`src/rtl/dsc_pkg.sv`:
```
package dsc_pkg;
  localparam int KEY_LEN = 11;
  localparam int TAP_A   = 8;
  localparam int TAP_B   = 10;

  typedef logic [KEY_LEN-1:0] key_t;

  // Key bit the generator will produce next from the current register.
  function automatic logic key_predict(key_t k);
    return k[TAP_A] ^ k[TAP_B];
  endfunction

  // Shift a new bit in at stage 0.
  function automatic key_t key_shift(key_t k, logic b);
    return {k[KEY_LEN-2:0], b};
  endfunction
endpackage

```
`src/rtl/dsc_lane_step.sv`:
```
module dsc_lane_step
  import dsc_pkg::*;
(
  input  key_t key_in,
  input  logic locked,
  input  logic rx_bit,
  input  logic rx_vld,
  output key_t key_out,
  output logic plain,
  output logic agree,
  output logic miss
);
  logic pred;
  logic ins_bit;

  always_comb begin
    pred    = key_predict(key_in);
    plain   = rx_vld & (rx_bit ^ pred);
    // unlocked learns inverted line bit; R5: locked free-runs on prediction
    ins_bit = locked ? pred : ~rx_bit;
    key_out = rx_vld ? key_shift(key_in, ins_bit) : key_in;
    agree   = rx_vld & (rx_bit ^ pred);
    miss    = rx_vld & ~(rx_bit ^ pred);
  end
endmodule

```
`src/rtl/dsc_lock_ctrl.sv`:
```
module dsc_lock_ctrl #(
  parameter int LANES    = 2,
  parameter int LOCK_RUN = 32,
  parameter int TEST_RUN = 4
) (
  input  logic             clk,
  input  logic             rst_n,
  input  logic             sig_present,
  input  logic             test_mode,
  input  logic [LANES-1:0] agree,
  input  logic [LANES-1:0] miss,
  output logic             locked
);
  localparam int CW = $clog2(LOCK_RUN + 1);

  logic [CW-1:0] cnt_q, cnt_next, limit;
  logic          locked_q, run_hit;

  // lanes are taken in order, each either extends or breaks the run
  always_comb begin
    cnt_next = cnt_q;
    for (int i = 0; i < LANES; i++) begin
      if (agree[i]) begin
        if (cnt_next < CW'(LOCK_RUN)) cnt_next = cnt_next + 1'b1;
      end else if (miss[i]) begin
        cnt_next = '0;
      end
    end
    limit   = test_mode ? CW'(TEST_RUN) : CW'(LOCK_RUN);
    run_hit = (cnt_next >= limit);
  end

  always_ff @(posedge clk) begin
    if (!rst_n) begin
      cnt_q    <= '0;
      locked_q <= 1'b0;
    end else if (!sig_present) begin
      cnt_q    <= '0;
      locked_q <= 1'b0;
    end else begin
      if (!locked_q) cnt_q <= cnt_next;
      locked_q <= locked_q | run_hit;
    end
  end

  assign locked = locked_q;

  a_r5_lock_needs_run: assert property (@(posedge clk) disable iff (!rst_n)
    $rose(locked_q) |-> $past(run_hit));
  a_r5_lock_holds: assert property (@(posedge clk) disable iff (!rst_n)
    (locked_q && sig_present) |=> locked_q);
  a_r6_drop_on_loss: assert property (@(posedge clk) disable iff (!rst_n)
    !sig_present |=> !locked_q);
endmodule

```
`src/rtl/dsc_idle_descrambler.sv`:
```
module dsc_idle_descrambler
  import dsc_pkg::*;
#(
  parameter int LANES    = 2,
  parameter int LOCK_RUN = 32,
  parameter int TEST_RUN = 4
) (
  input  logic             clk,
  input  logic             rst_n,
  input  logic             sig_present,
  input  logic [LANES-1:0] rx_bits,
  input  logic [LANES-1:0] rx_valid,
  input  logic             test_mode,
  output logic [LANES-1:0] plain_bits,
  output logic [LANES-1:0] plain_valid,
  output logic             locked
);
  key_t             key_q;
  key_t             key_chain [LANES+1];
  logic [LANES-1:0] lane_plain, lane_agree, lane_miss;
  logic             lock_now;
  logic             eff_lock;

  assign eff_lock     = lock_now & sig_present;  // lost signal means unlocked handling
  assign key_chain[0] = key_q;

  // lane 0 sees the register first, lane 1 sees lane 0's result
  for (genvar g = 0; g < LANES; g++) begin : g_lane
    dsc_lane_step u_step (
      .key_in (key_chain[g]),
      .locked (eff_lock),
      .rx_bit (rx_bits[g]),
      .rx_vld (rx_valid[g]),
      .key_out(key_chain[g+1]),
      .plain  (lane_plain[g]),
      .agree  (lane_agree[g]),
      .miss   (lane_miss[g])
    );
  end

  dsc_lock_ctrl #(
    .LANES(LANES), .LOCK_RUN(LOCK_RUN), .TEST_RUN(TEST_RUN)
  ) u_lock (
    .clk        (clk),
    .rst_n      (rst_n),
    .sig_present(sig_present),
    .test_mode  (test_mode),
    .agree      (lane_agree),
    .miss       (lane_miss),
    .locked     (lock_now)
  );

  always_ff @(posedge clk) begin
    if (!rst_n) begin
      key_q       <= '0;
      plain_bits  <= '0;
      plain_valid <= '0;
    end else begin
      key_q       <= key_chain[LANES];
      plain_bits  <= lane_plain;
      plain_valid <= rx_valid;
    end
  end

  assign locked = lock_now;

  a_r2_valid_follows: assert property (@(posedge clk) disable iff (!rst_n)
    $past(rst_n) |-> (plain_valid == $past(rx_valid)));
  a_r2_key_idle: assert property (@(posedge clk) disable iff (!rst_n)
    (rx_valid == '0) |=> $stable(key_q));
endmodule

```
`config.mk`:
```
export PLATFORM = sky130hd
export DESIGN_NAME = dsc_idle_descrambler
export DESIGN_NICKNAME = d
export VERILOG_FILES = /design/src/rtl/dsc_pkg.sv /design/src/rtl/dsc_lane_step.sv /design/src/rtl/dsc_lock_ctrl.sv /design/src/rtl/dsc_idle_descrambler.sv
export SDC_FILE = /design/constraint.sdc
export NUM_CORES = 1
export LEC_CHECK = 0
export BUFFER_PORTS_ARGS = -buffer_cell sky130_fd_sc_hd__buf_2
export CORE_MARGIN = 1.5
export CORE_UTILIZATION = 26
export CTS_CLUSTER_SIZE = 24
export DETAILED_ROUTE_END_ITERATION = 10
export PLACE_DENSITY = 0.38
export REMOVE_ABC_BUFFERS = 1
export SETUP_SLACK_MARGIN = 0.5
export SYNTH_ARGS = -nofsm -noshare
export SYNTH_HDL_FRONTEND = slang
export SYNTH_SLANG_ARGS = --single-unit
```
`constraint.sdc`:
```
create_clock -name clk -period 2.7 [get_ports clk]
set_clock_uncertainty 0.1 [all_clocks]
set_input_delay 0 -clock clk [delete_from_list [all_inputs] [get_ports clk]]
set_output_delay 0 -clock clk [all_outputs]
set_load 0.01 [all_outputs]
```
### Word level (Yosys, flattened, before mapping)

Index checks and enable logic that the tools add are counted.

* bits in registers: 22
* input port bits: 8
* output and inout port bits: 5
* logic and storage cells: 36

* $add $sub $neg: 2
* magnitude comparators: 3
* multiplexer cells: 11
* bitwise operators: 14
* reduce and logical (&&, ||, !) cells: 1

Operator list (number)
* $mux 6: 7
* $mux 11: 2
* $add 6x1->6 const B: 2
* $lt 6x6->1 const B: 2
* $ge 6x6->1: 1
* $and 1x1->1: 5
* $not 1->1: 4
* $xor 1x1->1: 4
* $mux 1: 2
* $reduce_and 2->1: 1
* $or 1x1->1: 1

### Logic depth before layout (Yosys ltp)

* depth in word-level cells: 11
* depth in mapped cells: 11

### By module

From an unflattened synthesis, not the netlist that was laid out.

* cells, all modules: 162
* area, all modules: 1529.0 um2

By module, submodules not included
* dsc_lock_ctrl: instances 1, cells an instance 88, area each 708.2 um2, sequential area each 140.1 um2
* dsc_idle_descrambler: instances 1, cells an instance 32, area each 425.4 um2, sequential area each 300.3 um2
* dsc_lane_step: instances 2, cells an instance 21, area each 197.7 um2, sequential area each 0.0 um2

### Worst setup path after synthesis

No wires, ideal clock.

* kind: register to register
* from: register key_q[8]
* to: register u_lock.locked_q (netlist: u_lock.locked)
* library setup time: 0.091 ns
* data arrival time: 2.318 ns
* path slack: 0.191 ns
* cell stages (with the launch flop): 9
* buffers on the path: 0
* cell sequence: dfxtp_1 > xnor3_1 > and2_4 > or4_4 > xnor2_1 > nand2_1 > ha_1 > o2111ai_1 > a311oi_1

* longest elaborated chain between the ends: 11
* elaborated cells between the ends (all ways): 20
* those cells by class: add/sub (1); order compare (2); mux (6); bitwise (11)

Ends and longest elaborated chain
* start, declared: line dsc_idle_descrambler.sv:18 `key_t key_q;`
* start signal, assigned: line dsc_idle_descrambler.sv:59 `key_q <= key_chain[LANES];`
* $xor 1x1->1: line dsc_pkg.sv:10 `return k[TAP_A] ^ k[TAP_B];`
* $xor 1x1->1: line dsc_lane_step.sv:22, dsc_lane_step.sv:23
* $not 1->1: line dsc_lane_step.sv:23 `miss = rx_vld & ~(rx_bit ^ pred);`
* $and 1x1->1: line dsc_lane_step.sv:23
* $mux 6: line dsc_lock_ctrl.sv:25 `end else if (miss[i]) begin`
* $mux 6: line dsc_lock_ctrl.sv:23 `if (agree[i]) begin`
* $add 6x1->6 / $lt 6x6->1 (equally long branches): line dsc_lock_ctrl.sv:24 `if (cnt_next < CW'(LOCK_RUN)) cnt_next = cnt_next + 1'b1;`
* $mux 6: line dsc_lock_ctrl.sv:24
* $mux 6 *: line dsc_lock_ctrl.sv:23
* $ge 6x6->1 *: line dsc_lock_ctrl.sv:30 `run_hit = (cnt_next >= limit);`
* $or 1x1->1 *: line dsc_lock_ctrl.sv:42 `locked_q <= locked_q | run_hit;`
* end signal, assigned: line dsc_lock_ctrl.sv:42
* end, declared: line dsc_lock_ctrl.sv:17 `logic locked_q, run_hit;`

Every way passes the cells marked *; elsewhere a longest branch is shown, timed or not.
A chain may end at the register's enable or synchronous reset.

### Final worst setup path

* from: register u_lock.cnt_q[3]
* to: register u_lock.locked_q (netlist: u_lock.locked)

* longest elaborated chain between the ends: 8
* elaborated cells between the ends (all ways): 12
* those cells by class: add/sub (2); order compare (3); mux (6); bitwise (1)

Ends and longest elaborated chain
* start, declared: line dsc_lock_ctrl.sv:16 `logic [CW-1:0] cnt_q, cnt_next, limit;`
* start signal, assigned: line dsc_lock_ctrl.sv:41 `if (!locked_q) cnt_q <= cnt_next;`
* $add 6x1->6 / $lt 6x6->1 (equally long branches): line dsc_lock_ctrl.sv:24
* $mux 6: line dsc_lock_ctrl.sv:24
* $mux 6 *: line dsc_lock_ctrl.sv:23
* $add 6x1->6 / $lt 6x6->1 (equally long branches): line dsc_lock_ctrl.sv:24
* $mux 6: line dsc_lock_ctrl.sv:24
* $mux 6 *: line dsc_lock_ctrl.sv:23
* $ge 6x6->1 *: line dsc_lock_ctrl.sv:30
* $or 1x1->1 *: line dsc_lock_ctrl.sv:42

Marked as above.

==> flow_summary.yaml <==
power_and_ir_drop:
  max-vdd-ir-drop_uv: 184
  leakagePower_nw: 0.782
  total_power_mw: 0.833
  power_density_mw_per_mm2: 489
routing:
  routed_wl_mm: 3.28
  drt_iter0_markers: 66
  antenna_left: 0
  dr.pass1.iters: 4
  drcViolationCount: 0
  vias_per_cell: 4.69
  wl_per_cell_um: 12.9
  num_vias: 1192
clock_tree:
  htree_levels: 1
  cts_tree: "yes"
  ctsLongestPathBuffers: 2
  cts_sinks: 22
  insertion_delay_ps: 260
  path_clk_slew_ps: 80
  cts-root-buf: "clkbuf_8"
  cts_buffers: 3
floorplan:
  core_area_mm2: 0.00511
  dieArea_mm2: 0.00577
  io_pins: 13
  start_util_pct: 27.1
  fp.dieW_um: 76.0
  die_h_um: 76.0
  fp-row-count: 26
placed_design:
  port_buffers: 12
  post-place-ws_ps: 8.92
  place_congestion: 0.808
  dp_hpwl_mm: 2.36
cells_and_area:
  area_growth_pct: 23.1
  mostFrequentLayoutCells: "34 x nand2_1, 18 x dfxtp_1, 12 x mux2i_1, 12 x buf_2, 11 x buf_4"
  fillers: 547
  regArea_um2: 448
  nNetsFinal: 196
  final_common_cell: "nand2_1"
  multiInputGateArea_um2: 923
  num_antenna_cells: 0
  drive_above_1_share_pct: 26.1
hold_path:
  hp-class: "in2reg"
setup_path:
  cp-end-kind: "register"
  cp-start-kind: "register"
  critPathMaxStageDelay_ps: 550
  required_ps: 2770
  rrSetupSlack_ps: 190
  cp.arrival_ps: 2580
  crit_slowest_cell: "or4_4"
  path_class: "reg2reg"
  crit_path_max_fanout: 6
  crit_path_cell_trace: "and2_2 -> a41o_2 -> or4_4 -> xnor2_2 -> nand2_1 -> ha_1 -> o2111ai_2 -> a311oi_1"
logic_synthesis:
  async_flop_share_pct: 0
  synthAdderAreaFrac_pct: 2.71
  synth-seq-cells: 22
  synth-seq-area-share_pct: 31.8
  synthSimpleGateAreaFrac_pct: 28.5
  synthFlopType: "dfxtp_1"
  synth.area.mux_share_pct: 10.3
  synth_compound_area_share_pct: 13.2
  yosysUniqueCellTypes: 42
  synthXorXnorAreaFrac_pct: 8.59
  synth_warnings: 0
  synth_area_mm2: 0.00138
  synthCells: 164
  synth_top_family_by_area: "simple AND/OR/NAND/NOR gates"
  syn_area_per_cell_um2: 8.44
  synth_edf_count: 0
global_route:
  grt.overflow.total: 0
  grt_pass1_vias: 1169
  grt_usage_pct: 12.1
  grt_antenna_before_repair: 0
  grt_max_degree: 20
  grt_pass1_wl_mm: 5.69
timing:
  fin_crit_sh_pct: 92.9
  timing.fmax_mhz: 399
  hold_violations: 0
  maxSlewViolCount: 0
  setup_viol: 0
  max_slew.worst_pin.slew_ps: 402
  holdWs_ps: 29.2
  period_needed_ps: 2510
  worst_slack_ps: 191
  rsz0062_at_grt: "true"
  maxSlewHeadroom_pct: 73.2
  fin_tns_setup_ps: 0
run_status:
  outcome: "finished clean"
job:
  maxCapViolCount: 0
## path summary, 6_finish.rpt
path,startpoint,to,cells after the start
max,u_lock.cnt_q[3],u_lock.locked,8
min,rx_bits[1],plain_bits[1],3
max reg2reg,u_lock.cnt_q[3],u_lock.locked,8
min reg2reg,u_lock.cnt_q[3],u_lock.cnt_q[3],2
## Yosys cell counts (2+ instances only)
| cell | number | share of area (%) |
|---|---|---|
| nand2_1 | 34 | 9.2 |
| dfxtp_1 | 22 | 32 |
| mux2i_1 | 12 | 8.7 |
| nor2_1 | 9 | 2.4 |
| and3_1 | 8 | 3.6 |
| a21oi_1 | 6 | 2.2 |
| xor2_1 | 6 | 3.8 |
| and2_1 | 5 | 2.3 |
| clkbuf_1 | 5 | 1.4 |
| xnor2_1 | 5 | 3.2 |
| nand3_1 | 4 | 1.4 |
| and2_2 | 3 | 1.6 |
| ha_1 | 3 | 2.7 |
| inv_1 | 3 | 0.81 |
| a41o_2 | 2 | 1.6 |
| a41oi_1 | 2 | 1.3 |
| buf_4 | 2 | 1.1 |
| buf_6 | 2 | 1.6 |
| mux2_2 | 2 | 1.6 |
| nand3b_1 | 2 | 1.1 |
| nor3_1 | 2 | 0.72 |
| nor4_1 | 2 | 0.90 |
| o211a_1 | 2 | 1.4 |
| o211ai_1 | 2 | 1.1 |
| o21ai_0 | 2 | 0.72 |
## critical path, delay by kind of cell, from the launching register on
kind            cells  cell delay, ps
flops               1             370
xor+xnor            1             190
compound gates      3             630
simple gates        3             830
fa+ha+maj           1             290
## routing by layer
layer,vias to the layer above,GRT usage [%],part of all wire [%]
li1,618,-,-
met1,559,15.8,47
met2,10,20.6,50
met3,5,2.65,2.2
met4,0,2.22,0.73
met5,-,0,0
## through the flow
stage,cells,cell area [µm²],util [%]
after floorplan,155,1330,-
after global routing,254,1700,33.4
after CTS,253,1680,32.9
final,254,1700,33.4
after detailed placement,242,1510,29.6
after global placement,242,1510,29.6
## what timing repair did
| item | in CTS | in global routing |
|---|---|---|
| hold buffers | 2 | 0 |
| buffers inserted | 5 | 1 |
| endpoints found under the setup margin | 3 | 2 |
| endpoints found under the hold margin | 3 | 0 |
| gates resized for setup | 10 | 2 |
| pin swaps | 5 | 2 |
## registers in the layout, summed over array words and instances (netlist names)
register and count:
key_q 11, u_lock.locked 1, plain_bits 2, u_lock.cnt_q 6, plain_valid 2
## area by class of cell
cell class / instances / area share (%)
Sequential cell: 22 / 26.3
Multi-Input combinational cell: 130 / 54.2
Inverter: 3 / 0.661
Clock buffer: 3 / 2.42
Clock inverter: 1 / 1.76
Timing Repair Buffer: 25 / 9.54
Tap cell: 70 / 5.14
## kinds of logic after synthesis
group,Yosys count
flip-flops,22
AND/OR/NAND/NOR,77
adder cells (fa/ha/maj),3
AO/OA/AOI/OAI,24
XOR/XNOR,12
multiplexers,14
buffers and inverters,12
## power breakdown
group	internal (mW)	total (mW)	switching [mW]
sequential	0.342	0.356	0.0136
clock	0.198	0.309	0.111
combinational	0.0815	0.168	0.0868
Power figures use the tool's default switching activity.
